### src/rtl/i2cm_pkg.sv
package i2cm_pkg;

    localparam int ADDR_W = 7;
    localparam int BYTE_W = 8;
    localparam int BIT_W  = $clog2(BYTE_W);

    // Bit-level sequencer states
    typedef enum logic [3:0] {
        ST_IDLE,
        ST_START,
        ST_LOW_A,
        ST_LOW_B,
        ST_RISE,
        ST_HIGH_A,
        ST_HIGH_B,
        ST_STOP_HOLD,
        ST_STOP_REL
    } mst_state_e;

    // Position within the frame
    typedef enum logic [2:0] {
        PH_ADDR,
        PH_AACK,
        PH_DATA,
        PH_DACK,
        PH_STOP
    } phase_e;

endpackage

### src/rtl/i2cm_sync.sv
module i2cm_sync #(
    parameter int   WIDTH     = 2,
    parameter int   STAGES    = 2,
    parameter logic RST_LEVEL = 1'b1
) (
    input  logic             clk,
    input  logic             rst_n,
    input  logic [WIDTH-1:0] d,
    output logic [WIDTH-1:0] q
);

    logic [STAGES-1:0][WIDTH-1:0] stg;

    generate
        if (STAGES == 1) begin : g_single
            always_ff @(posedge clk or negedge rst_n) begin
                if (!rst_n) stg <= {(STAGES*WIDTH){RST_LEVEL}};
                else        stg <= d;
            end
        end else begin : g_chain
            always_ff @(posedge clk or negedge rst_n) begin
                if (!rst_n) stg <= {(STAGES*WIDTH){RST_LEVEL}};
                else        stg <= {stg[STAGES-2:0], d};
            end
        end
    endgenerate

    assign q = stg[STAGES-1];

endmodule

### src/rtl/i2cm_qtimer.sv
module i2cm_qtimer #(
    parameter int COUNT = 125
) (
    input  logic clk,
    input  logic rst_n,
    input  logic run,
    output logic tick
);

    localparam int CW = (COUNT > 1) ? $clog2(COUNT) : 1;
    localparam logic [CW-1:0] LAST = CW'(COUNT - 1);

    logic [CW-1:0] cnt_q;

    assign tick = run && (cnt_q == LAST);

    always_ff @(posedge clk or negedge rst_n) begin
        if (!rst_n)            cnt_q <= '0;
        else if (!run || tick) cnt_q <= '0;
        else                   cnt_q <= cnt_q + 1'b1;
    end

endmodule

### src/rtl/i2cm_stuck_wd.sv
module i2cm_stuck_wd #(
    parameter int LIMIT = 6_250_000
) (
    input  logic clk,
    input  logic rst_n,
    input  logic armed,
    input  logic line_low,
    output logic expire
);

    localparam int CW = $clog2(LIMIT + 1);
    localparam logic [CW-1:0] LAST = CW'(LIMIT - 1);

    logic [CW-1:0] cnt_q;
    logic          counting;

    assign counting = armed && line_low;
    assign expire   = counting && (cnt_q == LAST);

    always_ff @(posedge clk or negedge rst_n) begin
        if (!rst_n)                   cnt_q <= '0;
        else if (!counting || expire) cnt_q <= '0;
        else                          cnt_q <= cnt_q + 1'b1;
    end

endmodule

### src/rtl/i2c_byte_master.sv
module i2c_byte_master
    import i2cm_pkg::*;
#(
    parameter int QUARTER_CLKS = 125,
    parameter int STUCK_LIMIT  = 6_250_000
) (
    input  logic              clk,
    input  logic              rst_n,
    input  logic              cmd_valid,
    input  logic [ADDR_W-1:0] cmd_addr,
    input  logic              cmd_read,
    input  logic [BYTE_W-1:0] cmd_wdata,
    output logic              busy,
    output logic              done,
    output logic [BYTE_W-1:0] rdata,
    output logic              addr_nack,
    output logic              data_nack,
    output logic              bus_fault,
    output logic              scl_oe,
    output logic              sda_oe,
    input  logic              scl_in,
    input  logic              sda_in
);

    localparam logic [BIT_W-1:0] LAST_BIT = BIT_W'(BYTE_W - 1);

    mst_state_e        state_q, state_nxt;
    phase_e            phase_q;
    logic [BIT_W-1:0]  bit_q;
    logic [BYTE_W-1:0] sh_q;
    logic [BYTE_W-1:0] wd_q;
    logic              rd_q;

    logic scl_s, sda_s;
    logic q_run, q_tick;
    logic wd_expire;
    logic accept, sample, last_bit;
    logic bit_pull, sda_nxt;

    // Line synchroniser
    i2cm_sync #(
        .WIDTH    (2),
        .STAGES   (2),
        .RST_LEVEL(1'b1)
    ) u_sync (
        .clk  (clk),
        .rst_n(rst_n),
        .d    ({scl_in, sda_in}),
        .q    ({scl_s, sda_s})
    );

    // Quarter-bit timer
    assign q_run = (state_q != ST_IDLE) && (state_q != ST_RISE);

    i2cm_qtimer #(
        .COUNT(QUARTER_CLKS)
    ) u_qtimer (
        .clk  (clk),
        .rst_n(rst_n),
        .run  (q_run),
        .tick (q_tick)
    );

    // Stuck-low clock watchdog
    i2cm_stuck_wd #(
        .LIMIT(STUCK_LIMIT)
    ) u_wd (
        .clk     (clk),
        .rst_n   (rst_n),
        .armed   (state_q != ST_IDLE),
        .line_low(!scl_s),
        .expire  (wd_expire)
    );

    assign accept   = (state_q == ST_IDLE) && cmd_valid;
    assign sample   = (state_q == ST_HIGH_A) && q_tick;
    assign last_bit = (bit_q == LAST_BIT);

    // Next-state logic
    always_comb begin
        state_nxt = state_q;
        unique case (state_q)
            ST_IDLE:      if (cmd_valid) state_nxt = ST_START;
            ST_START:     if (q_tick)    state_nxt = ST_LOW_A;
            ST_LOW_A:     if (q_tick)    state_nxt = ST_LOW_B;
            ST_LOW_B:     if (q_tick)    state_nxt = ST_RISE;
            ST_RISE: begin
                if (scl_s) state_nxt = (phase_q == PH_STOP) ? ST_STOP_HOLD : ST_HIGH_A;
            end
            ST_HIGH_A:    if (q_tick)    state_nxt = ST_HIGH_B;
            ST_HIGH_B:    if (q_tick)    state_nxt = ST_LOW_A;
            ST_STOP_HOLD: if (q_tick)    state_nxt = ST_STOP_REL;
            ST_STOP_REL:  if (q_tick)    state_nxt = ST_IDLE;
            default:                     state_nxt = ST_IDLE;
        endcase
        if (wd_expire) state_nxt = ST_IDLE;
    end

    // Level the master places on SDA for the current phase (1 = pull low)
    always_comb begin
        unique case (phase_q)
            PH_ADDR: bit_pull = !sh_q[BYTE_W-1];
            PH_DATA: bit_pull = !rd_q && !sh_q[BYTE_W-1];
            PH_STOP: bit_pull = 1'b1;
            default: bit_pull = 1'b0;
        endcase
    end

    always_comb begin
        unique case (state_nxt)
            ST_IDLE:      sda_nxt = 1'b0;
            ST_START:     sda_nxt = 1'b1;
            ST_LOW_B:     sda_nxt = bit_pull;
            ST_STOP_HOLD: sda_nxt = 1'b1;
            ST_STOP_REL:  sda_nxt = 1'b0;
            default:      sda_nxt = sda_oe;
        endcase
    end

    // State register
    always_ff @(posedge clk or negedge rst_n) begin
        if (!rst_n) state_q <= ST_IDLE;
        else        state_q <= state_nxt;
    end

    // Output register
    always_ff @(posedge clk or negedge rst_n) begin
        if (!rst_n) begin
            scl_oe <= 1'b0;
            sda_oe <= 1'b0;
            busy   <= 1'b0;
            done   <= 1'b0;
        end else begin
            scl_oe <= (state_nxt == ST_LOW_A) || (state_nxt == ST_LOW_B);
            sda_oe <= sda_nxt;
            busy   <= (state_nxt != ST_IDLE);
            done   <= (state_q != ST_IDLE) && (state_nxt == ST_IDLE);
        end
    end

    // Frame datapath: shift register, phase, result flags
    always_ff @(posedge clk or negedge rst_n) begin
        if (!rst_n) begin
            phase_q   <= PH_ADDR;
            bit_q     <= '0;
            sh_q      <= '0;
            wd_q      <= '0;
            rd_q      <= 1'b0;
            rdata     <= '0;
            addr_nack <= 1'b0;
            data_nack <= 1'b0;
            bus_fault <= 1'b0;
        end else if (wd_expire) begin
            bus_fault <= 1'b1;
        end else if (accept) begin
            sh_q      <= {cmd_addr, cmd_read};
            wd_q      <= cmd_wdata;
            rd_q      <= cmd_read;
            phase_q   <= PH_ADDR;
            bit_q     <= '0;
            addr_nack <= 1'b0;
            data_nack <= 1'b0;
            bus_fault <= 1'b0;
        end else if (sample) begin
            unique case (phase_q)
                PH_ADDR, PH_DATA: begin
                    sh_q <= {sh_q[BYTE_W-2:0], sda_s};
                    if (last_bit) begin
                        bit_q   <= '0;
                        phase_q <= (phase_q == PH_ADDR) ? PH_AACK : PH_DACK;
                    end else begin
                        bit_q <= bit_q + 1'b1;
                    end
                end
                PH_AACK: begin
                    if (sda_s) begin
                        addr_nack <= 1'b1;
                        phase_q   <= PH_STOP;
                    end else begin
                        phase_q <= PH_DATA;
                        sh_q    <= rd_q ? '0 : wd_q;
                    end
                end
                PH_DACK: begin
                    if (rd_q) rdata     <= sh_q;
                    else      data_nack <= sda_s;
                    phase_q <= PH_STOP;
                end
                default: phase_q <= PH_STOP;
            endcase
        end
    end

endmodule

### config.mk
export PLATFORM = sky130hd
export DESIGN_NAME = i2c_byte_master
export DESIGN_NICKNAME = d
export VERILOG_FILES = /design/src/rtl/i2cm_pkg.sv /design/src/rtl/i2cm_sync.sv /design/src/rtl/i2cm_qtimer.sv /design/src/rtl/i2cm_stuck_wd.sv /design/src/rtl/i2c_byte_master.sv
export SDC_FILE = /design/constraint.sdc
export NUM_CORES = 1
export LEC_CHECK = 0
export BUFFER_PORTS_ARGS = -buffer_cell sky130_fd_sc_hd__buf_2
export CAP_MARGIN = 20
export CORE_MARGIN = 2
export CORE_UTILIZATION = 53
export CTS_CLUSTER_DIAMETER = 30
export CTS_CLUSTER_SIZE = 14
export DETAILED_ROUTE_END_ITERATION = 10
export PLACE_DENSITY = 0.75
export SLEW_MARGIN = 10
export SYNTH_ARGS = -nofsm -noshare
export SYNTH_HDL_FRONTEND = slang
export SYNTH_SLANG_ARGS = --single-unit
### constraint.sdc
create_clock -name clk -period 2.15 [get_ports clk]
set_input_delay 0.215 -clock clk [delete_from_list [all_inputs] [get_ports clk]]
set_output_delay 0.215 -clock clk [all_outputs]
set_load 0.005 [all_outputs]
# Word level (Yosys, flattened, before mapping)

Index checks and enable logic that the tools add are counted.

Muxes and demuxes: 40
Bitwise logic cells: 2
Add/subtract/negate cells: 3
Equality and inequality tests: 24
Reductions and logical operators: 40

Operator list:

| operator                                      | number |
|---|---|
| 2-to-1 mux 4 bit                              | 9 |
| 2-to-1 mux 8 bit                              | 4 |
| case mux 4 bit (8 select lines)               | 1 |
| 2-to-1 mux 3 bit                              | 8 |
| adder 23 x 1 -> 23 bit, second input constant | 1 |
| == test 23 bit, second input constant         | 1 |
| 2-to-1 mux 23 bit                             | 1 |
| == test 4 x 3 -> 1 bit, second input constant | 5 |
| == test 4 x 2 -> 1 bit, second input constant | 4 |
| case mux 8 bit (2 select lines)               | 1 |
| AND reduction 4 bit                           | 3 |
| nonzero test 2 bit                            | 6 |
| 2-to-1 mux 1 bit                              | 10 |
| == test 4 x 1 -> 1 bit, second input constant | 2 |
| == test 4 bit, second input constant          | 2 |
| logical AND 1 bit                             | 8 |
| logical NOT 4 bit                             | 2 |
| nonzero test 4 bit                            | 2 |
| OR reduction 2 bit                            | 4 |
| adder 7 x 1 -> 7 bit, second input constant   | 1 |
| == test 7 bit, second input constant          | 1 |
| 2-to-1 mux 7 bit                              | 1 |
| == test 3 x 2 -> 1 bit, second input constant | 2 |
| == test 3 bit, second input constant          | 2 |
| other kinds (16)                              | 28 |

Flip-flop bits (word level): 76

# Logic depth before layout (Yosys ltp)

Gate-level depths: netlist of the first run.

Word-level depth: 9
Mapped depth: 8
Depth with buffers taken out: 7

# Modules after synthesis

A second synthesis of the first run with hierarchy kept.

Cell total of the unflattened synthesis: 373
Area total of the unflattened synthesis: 3823.7 µm²

Modules (own cells, without submodules):

| module          | seq. area each (µm²) | times used | area an instance (µm²) | cells an instance |
|---|---|---|---|---|
| i2c_byte_master | 1051.0               | 1          | 2189.6                 | 206 |
| i2cm_stuck_wd   | 575.6                | 1          | 1177.4                 | 126 |
| i2cm_qtimer     | 175.2                | 1          | 336.6                  | 35 |
| i2cm_sync       | 105.1                | 1          | 120.1                  | 6 |

# Worst setup path after synthesis of the first run

Ideal clock, no wire load.

Kind: register to register
From: reg u_qtimer.cnt_q[0]
To: reg sh_q[0]
Path buffers: 0
Setup slack: -15 ps
Clock period less this slack: 2165 ps
Arrival: 2041 ps
Setup time: 125 ps
Stages on the path, launching flop included: 8
Cell sequence: dfrtp_1 > inv_1 > ha_1 > and3_1 > nand2_1 > or4_1 > o21ai_4 > mux2_2

Cells in the longest elaborated chain, start to end: 5

Ends and longest elaborated chain:

| item                          | RTL line               | RTL |
|---|---|---|
| start, declared               | i2cm_qtimer.sv:13      | `logic [CW-1:0] cnt_q;` |
| start signal, assigned        | i2cm_qtimer.sv:20      | `else cnt_q <= cnt_q + 1'b1;` |
| == test 7 bit                 | i2cm_qtimer.sv:15      | `assign tick = run && (cnt_q == LAST);` |
| logical AND 1 bit             | i2cm_qtimer.sv:15      |  |
| logical AND 1 bit             | i2c_byte_master.sv:76  | `assign sample = (state_q == ST_HIGH_A) && q_tick;` |
| nonzero test 2 bit (no line)  | -                      |  |
| AND reduction 4 bit (no line) | -                      |  |
| end signal, assigned          | i2c_byte_master.sv:156 | `sh_q <= {cmd_addr, cmd_read};` |
| end signal, assigned          | i2c_byte_master.sv:167 | `sh_q <= {sh_q[BYTE_W-2:0], sda_s};` |
| end signal, assigned          | i2c_byte_master.sv:181 | `sh_q <= rd_q ? '0 : wd_q;` |
| end, declared                 | i2c_byte_master.sv:30  | `logic [BYTE_W-1:0] sh_q;` |

No other way between the ends.
A chain may end at the register's enable or synchronous reset.

# Worst setup path in the final report of the first run

From: reg u_qtimer.cnt_q[1]
To: reg sh_q[7]

The elaborated chain is that of the path after synthesis.

==> results of run 1 <==
==> synth_stat cells (all sizes together) (9+ instances only) <==
cell type	instances	area, um2
a21oi	11	55.1
mux2	16	210
dfrtp	72	1800
xor2	17	149
nor2	43	161
nor2b	10	62.6
mux2i	9	90.1
nand2	51	191
clkbuf	13	48.8
o21ai	17	96.4
nand3	15	75.1
xnor2	9	78.8
==> worst register-to-register path, cell delays in order (launching register included) <==
cell	delay, ps
dfrtp_1	390
inv_1	60
ha_2	170
and3_4	210
nand2_4	60
or4_4	500
o21ai_4	200
buf_4	140
mux2_2	320
==> cells by family (layout without fill, tap and decap cells) <==
kind of cell / after synthesis / in the layout / synth area share (%)
AOI/OAI and AO/OA: 40 / 40 / 6.65
xor gates and xnor gates: 26 / 26 / 6.05
adders and majority gates: 5 / 5 / 1.66
buffers and inverters: 26 / 100 / 2.89
DFF: 76 / 76 / 50.6
muxes: 25 / 25 / 7.98
and+or+nand+nor: 176 / 176 / 24.1
==> layout make-up <==
cell class | instances | share of cell area [%]
Sequential cell | 76 | 40.7
Timing Repair Buffer | 77 | 12.0
Clock inverter | 5 | 2.14
Clock buffer | 10 | 2.94
Inverter | 8 | 0.641
Multi-Input combinational cell | 272 | 39.1
Tap cell | 96 | 2.56
==> power breakdown <==
part	switching, uW	internal [uW]	total [uW]
clock network	526	792	1320
logic	303	329	632
registers	107	1570	1680
total	936	2690	3630
==> routing by layer <==
metal | share of wire (%) | routed length [um] | GRT usage (%) | vias to the layer above
li1 | - | - | - | 1432
met1 | 47 | 3780 | 31.1 | 1422
met2 | 47 | 3800 | 34.7 | 58
met3 | 4.1 | 329 | 5.22 | 12
met4 | 1.8 | 142 | 8.54 | 0
met5 | 0 | 0 | 0 | -
==> through the flow <==
step	setup slack, ps	TNS (ps)	hold WS [ps]	total power (uW)	util (%)
finish	-7.08	-7.08	47.6	3630	68.6
global route	-76.3	-485	44.5	3800	68.6
CTS	25.1	0	41.1	3630	67.4
detailed placement	-103	-805	198	2270	62.2
global placement	-25.9	-220	191	2240	62.2
floorplan	-9.15	-73.2	-80.6	2010	-
==> worst min path at each step <==
stage                  from           endpoint  slack [ps]
4_1_cts        cmd_wdata[3]            wd_q[3]          40
6_report       cmd_wdata[4]            wd_q[4]          50
3_5_place_dp          rst_n  u_qtimer.cnt_q[5]         200
2_1_floorplan         rst_n          addr_nack         -80
3_3_place_gp          rst_n  u_qtimer.cnt_q[4]         190
5_1_grt        cmd_wdata[3]            wd_q[3]          40
==> sequential cells by signal (all words and copies together), names as in the netlist, 2 cells and up <==
| name | flops |
|---|---|
| u_wd.cnt_q | 23 |
| sh_q | 8 |
| phase_q | 3 |
| rdata | 8 |
| wd_q | 8 |
| state_q | 4 |
| bit_q | 3 |
| u_sync.q | 2 |
| u_sync.stg | 2 |
| u_qtimer.cnt_q | 7 |
==> timing repair <==
action	CTS	global route
setup buffers	8	2
hold buffers	3	0
pin swaps	2	10
setup endpoints to repair	18	18
hold endpoints to repair	35	0
resized for setup	8	17
==> reports/metrics.csv, run 1 <==
stage,metric,value,unit
run_status,status,"finished, violations left",
run_status,failing checks,setup timing,
cts,root buffer cell,clkbuf_8,
route,DRT iter0 DRCs,177,
sta,post-layout minimum cycle time,2160,ps
flow_run,max_cap viols,0,
worst_setup_path,Required @ worst endpoint,2390,ps
worst_setup_path,Worst Reg-to-Reg Cells,8,
global_route,initial antenna violation count,0,
logic_synthesis,synthesized cell area,3760,um2
logic_synthesis,asr flop ratio synth,100,%
worst_setup_path,CP startpoint kind,flop,
layout,fin area,4690,um2
logic_synthesis,count of cell types in the netlist,50,
die,Top Ports,36,
global_route,vias in the first global route,2899,
route,wire per inst,14.8,um
logic_synthesis,Synth Flop Type,dfrtp_1,
layout,share of layout cells above drive strength 1,28.6,%
min_path,Hold Path Class,input pin to flop,
global_route,first-pass GRT wire length,13500,um
sta,RSZ-0062 raised after global routing,yes,
logic_synthesis,Synth Warn #,0,
cts,Longest Clk Path Bufs,2,
route,vias per cell,5.38,
worst_setup_path,CP Cell Sequence,inv_1 > ha_2 > and3_4 > nand2_4 > or4_4 > o21ai_4 > buf_4 > mux2_2,
min_path,Worst Hold Depth,3,
die,Die Ht,88.3,um
pwr,Lkg Pwr,0.00217,uW
cts,total CTS buffers,9,
worst_setup_path,crit end category,flop,
layout,register area,1910,um2
logic_synthesis,Synth Area per Inst,10.1,um2
worst_setup_path,Setup crit start,u_qtimer.cnt_q[1],
worst_setup_path,Register-to-Register Setup Slack,-7,ps
worst_setup_path,r2r endpoint,sh_q[7],
worst_setup_path,CP peak stage delay,490,ps
worst_setup_path,R2R Path Start,u_qtimer.cnt_q[1],
die,starting density of the core,55.1,%
global_route,Tot GR Track Use,22.5,%
sta,# setup viols final,1,
pwr,Peak VDD IR,0.454,mV
cts,Clock transition at path regs,80,ps
cts,clk sink count,76,
placement,Buffers on Ports,35,
route,first-pass iteration count of the detailed router,5,
worst_setup_path,WP depth,8,
worst_setup_path,cell family with most CP delay,simple AND/OR/NAND/NOR gates,
logic_synthesis,#FFs+latches synth,76,
route,DR DRC count,0,
route,Routed WL,8050,um
die,Die X,88.3,um
cts,TritonCTS clock tree,yes,
logic_synthesis,Synth Net Count,400,
worst_setup_path,CP Max Fanout,3,
pwr,pwr dens,774,nW/um2
worst_setup_path,CP max stage cell,or4_4,
die,core footprint,6830,um2
die,row cnt,30,
die,die area,7790,um2
sta,Fin. Hold Viols,0,
placement,Post-DP Area,4250,um2
placement,GPL Wtd Cong,0.882,
worst_setup_path,CP endpoint,sh_q[7],
logic_synthesis,"Seq/Total Area, Yosys",50.6,%
worst_setup_path,CP Buf/Inv Count,2,
sta,fin. max-slew vios,0,
sta,fmax,464,MHz
sta,Rel. slew slack,70.0,%
global_route,grt total ovfl,0,
placement,dpl cells,516,
global_route,largest net degree at the start of global routing,36,
layout,NumNets Final,470,
logic_synthesis,cells after synthesis,374,
worst_setup_path,Worst EP arrival,2400,ps
route,Via Count,2924,
layout,"commonest cells after routing, fill and taps aside","dfrtp_1, nand2_1, nor2_1",
layout,final cell count without fillers,544,
cts,H-tree lvl count,3,
placement,half-perimeter wire length after placement,5380,um
layout,filler cell count in the final layout,524,
layout,Layout area overhead,24.5,%
layout,area of the multi-input gates,1830,um2
logic_synthesis,Post-synth EDFFs,0,
cts,Skew-Pair Late Insertion Delay,350,ps
layout,Antenna Cells,0,
worst_setup_path,worst setup path category,flop to flop,
sta,worst setup slack after layout,-7.08,ps
layout,"most common cell after layout, fill and taps aside",dfrtp_1,
sta,Worst-Margin Slew,445,ps
sta,worst clock skew,6.54,ps
sta,period utilisation layout,100,%
route,antenna violation net count after detailed routing,0,
Note: power is estimated with default switching activity, not from simulation.
==> run 2: changes to the inputs <==
BUFFER_PORTS_ARGS = -buffer_cell sky130_fd_sc_hd__buf_4   (was -buffer_cell sky130_fd_sc_hd__buf_2)
==> run 2 against run 1 <==
The run now ends clean. Maximum frequency is 0.36% higher. Global-route usage decreased by 0.54 points. Register-to-register slack about the same. Critical path depth unchanged. Power rose by 0.60%. Critical endpoint is now rdata[4]. Largest cell class unchanged.
==> reports/metrics.csv, run 2 (synthesized netlist as in run 1, its figures left out) <==
stage,metric,value,unit
flow_run,max_cap viols,0,
die,Die Ht,88.3,um
cts,Clock transition at path regs,80,ps
pwr,Lkg Pwr,0.00218,uW
min_path,Worst Hold Depth,3,
global_route,largest net degree at the start of global routing,77,
run_status,status,"finished, final reports clean",
route,DR DRC count,0,
pwr,Peak VDD IR,0.414,mV
pwr,pwr dens,768,nW/um2
cts,total CTS buffers,9,
global_route,"Most Used Layer, Global Route",met2,
layout,"commonest cells after routing, fill and taps aside","dfrtp_1, buf_4, nand2_1",
route,antenna violation net count after detailed routing,0,
worst_setup_path,Worst EP arrival,2390,ps
min_path,Hold Path Class,input pin to flop,
global_route,first-pass GRT wire length,13200,um
worst_setup_path,CP startpoint kind,flop,
layout,fin area,4750,um2
layout,NumNets Final,470,
placement,GPL Wtd Cong,0.881,
placement,half-perimeter wire length after placement,5310,um
worst_setup_path,crit end category,flop,
route,DRT iter0 DRCs,218,
sta,Fin. Hold Viols,0,
worst_setup_path,CP Cell Sequence,inv_1 > ha_2 > and3_4 > nand2_4 > buf_6 > or4_1 > buf_6 > mux2_4,
cts,root buffer cell,clkbuf_8,
global_route,Tot GR Track Use,21.9,%
die,die area,7790,um2
cts,Longest Clk Path Bufs,2,
layout,filler cell count in the final layout,517,
sta,Worst-Margin Slew,461,ps
global_route,grt met2 use,34.7,%
sta,Hold Slack,49.5,ps
sta,fin. max-slew vios,0,
layout,"Most flops, register",u_wd.cnt_q,
sta,worst clock skew,10.7,ps
route,vias per cell,5.36,
sta,RSZ-0062 raised after global routing,yes,
global_route,met1 Track Usage GR,29.9,%
placement,Post-DP Area,4340,um2
layout,Antenna Cells,0,
sta,fmax,465,MHz
placement,Buffers on Ports,35,
global_route,vias in the first global route,2838,
worst_setup_path,CP peak stage delay,540,ps
global_route,grt total ovfl,0,
sta,# setup viols final,0,
route,Via Count,2921,
die,core footprint,6830,um2
cts,clk sink count,76,
layout,share of layout cells above drive strength 1,27.8,%
worst_setup_path,Crit path top cell by count,buf_6,
layout,"most common cell after layout, fill and taps aside",dfrtp_1,
route,first-pass iteration count of the detailed router,4,
worst_setup_path,CP max stage cell,or4_1,
global_route,met3 GRT Util,3.73,%
sta,post-layout minimum cycle time,2150,ps
die,row cnt,30,
placement,dpl cells,518,
sta,Rel. slew slack,68.9,%
route,wire per inst,14.6,um
cts,H-tree lvl count,3,
worst_setup_path,Required @ worst endpoint,2390,ps
layout,max reg flops,23,
route,Routed WL,7970,um
worst_setup_path,Worst Reg-to-Reg Cells,8,
worst_setup_path,worst setup path category,flop to flop,
cts,TritonCTS clock tree,yes,
layout,final core occ,69.6,%
layout,final cell count without fillers,545,
worst_setup_path,CP Max Fanout,8,
global_route,initial antenna violation count,0,
layout,Layout area overhead,26.2,%
die,Die X,88.3,um
cts,Skew-Pair Late Insertion Delay,350,ps
sta,period utilisation layout,100,%
die,Top Ports,36,
pwr,Design Power,3650,uW
die,starting density of the core,55.1,%
## run 2: repair_timing
action | in CTS | in global routing
hold endpoints to repair | 74 | 0
pin swaps | 3 | 7
buffers inserted | 4 | 4
resized for setup | 6 | 14
hold buffers | 3 | 0
endpoints found under the setup margin | 18 | 18
## run 2: metal layers
layer	up-vias	part of all wire [%]
met2	58	48
met3	13	3.9
li1	1428	-
met5	-	0
met1	1422	46
met4	0	1.9
## run 2: power by group
part / switching [uW] / internal, uW
registers: 97.9 / 1570
clock network: 529 / 773
logic: 321 / 358
total: 948 / 2700
## run 2: critical path, delay by kind of cell, from the launching register on
family | cells | cell delay [ps]
DFF | 1 | 390
buffers and inverters | 3 | 380
muxes | 1 | 300
and+or+nand+nor | 3 | 810
adders and majority gates | 1 | 180
## run 2: cell type report
| type | count | area (um2) | share of cell area, % |
|---|---|---|---|
| flip-flops and latches | 76 | 1910 | 40.1 |
| inverters | 8 | 30.0 | 0.632 |
| well taps | 96 | 120 | 2.53 |
| clock inverters | 6 | 113 | 2.37 |
| multi-input cells | 272 | 1820 | 38.3 |
| repair buffers | 77 | 634 | 13.3 |
| clock buffers | 10 | 128 | 2.69 |
## run 2: worst paths after layout
kind	startpoint	slack [ps]	to
min in group asynchronous	rst_n	420	u_qtimer.cnt_q[2]
max	u_qtimer.cnt_q[0]	0.6	rdata[4]
max reg2reg	u_qtimer.cnt_q[0]	0.6	rdata[4]
min	cmd_wdata[3]	50	wd_q[3]
max in group asynchronous	rst_n	1390	u_sync.q[0]
min reg2reg	u_sync.stg[1]	350	u_sync.q[1]
## run 2: through the flow
step,setup slack [ps],setup TNS [ps]
after floorplan,-9.15,-73.2
after CTS,5.52,0
after global routing,-76.3,-881
after global placement,-9.11,-63.1
final,0.626,0
after detailed placement,-66.8,-615
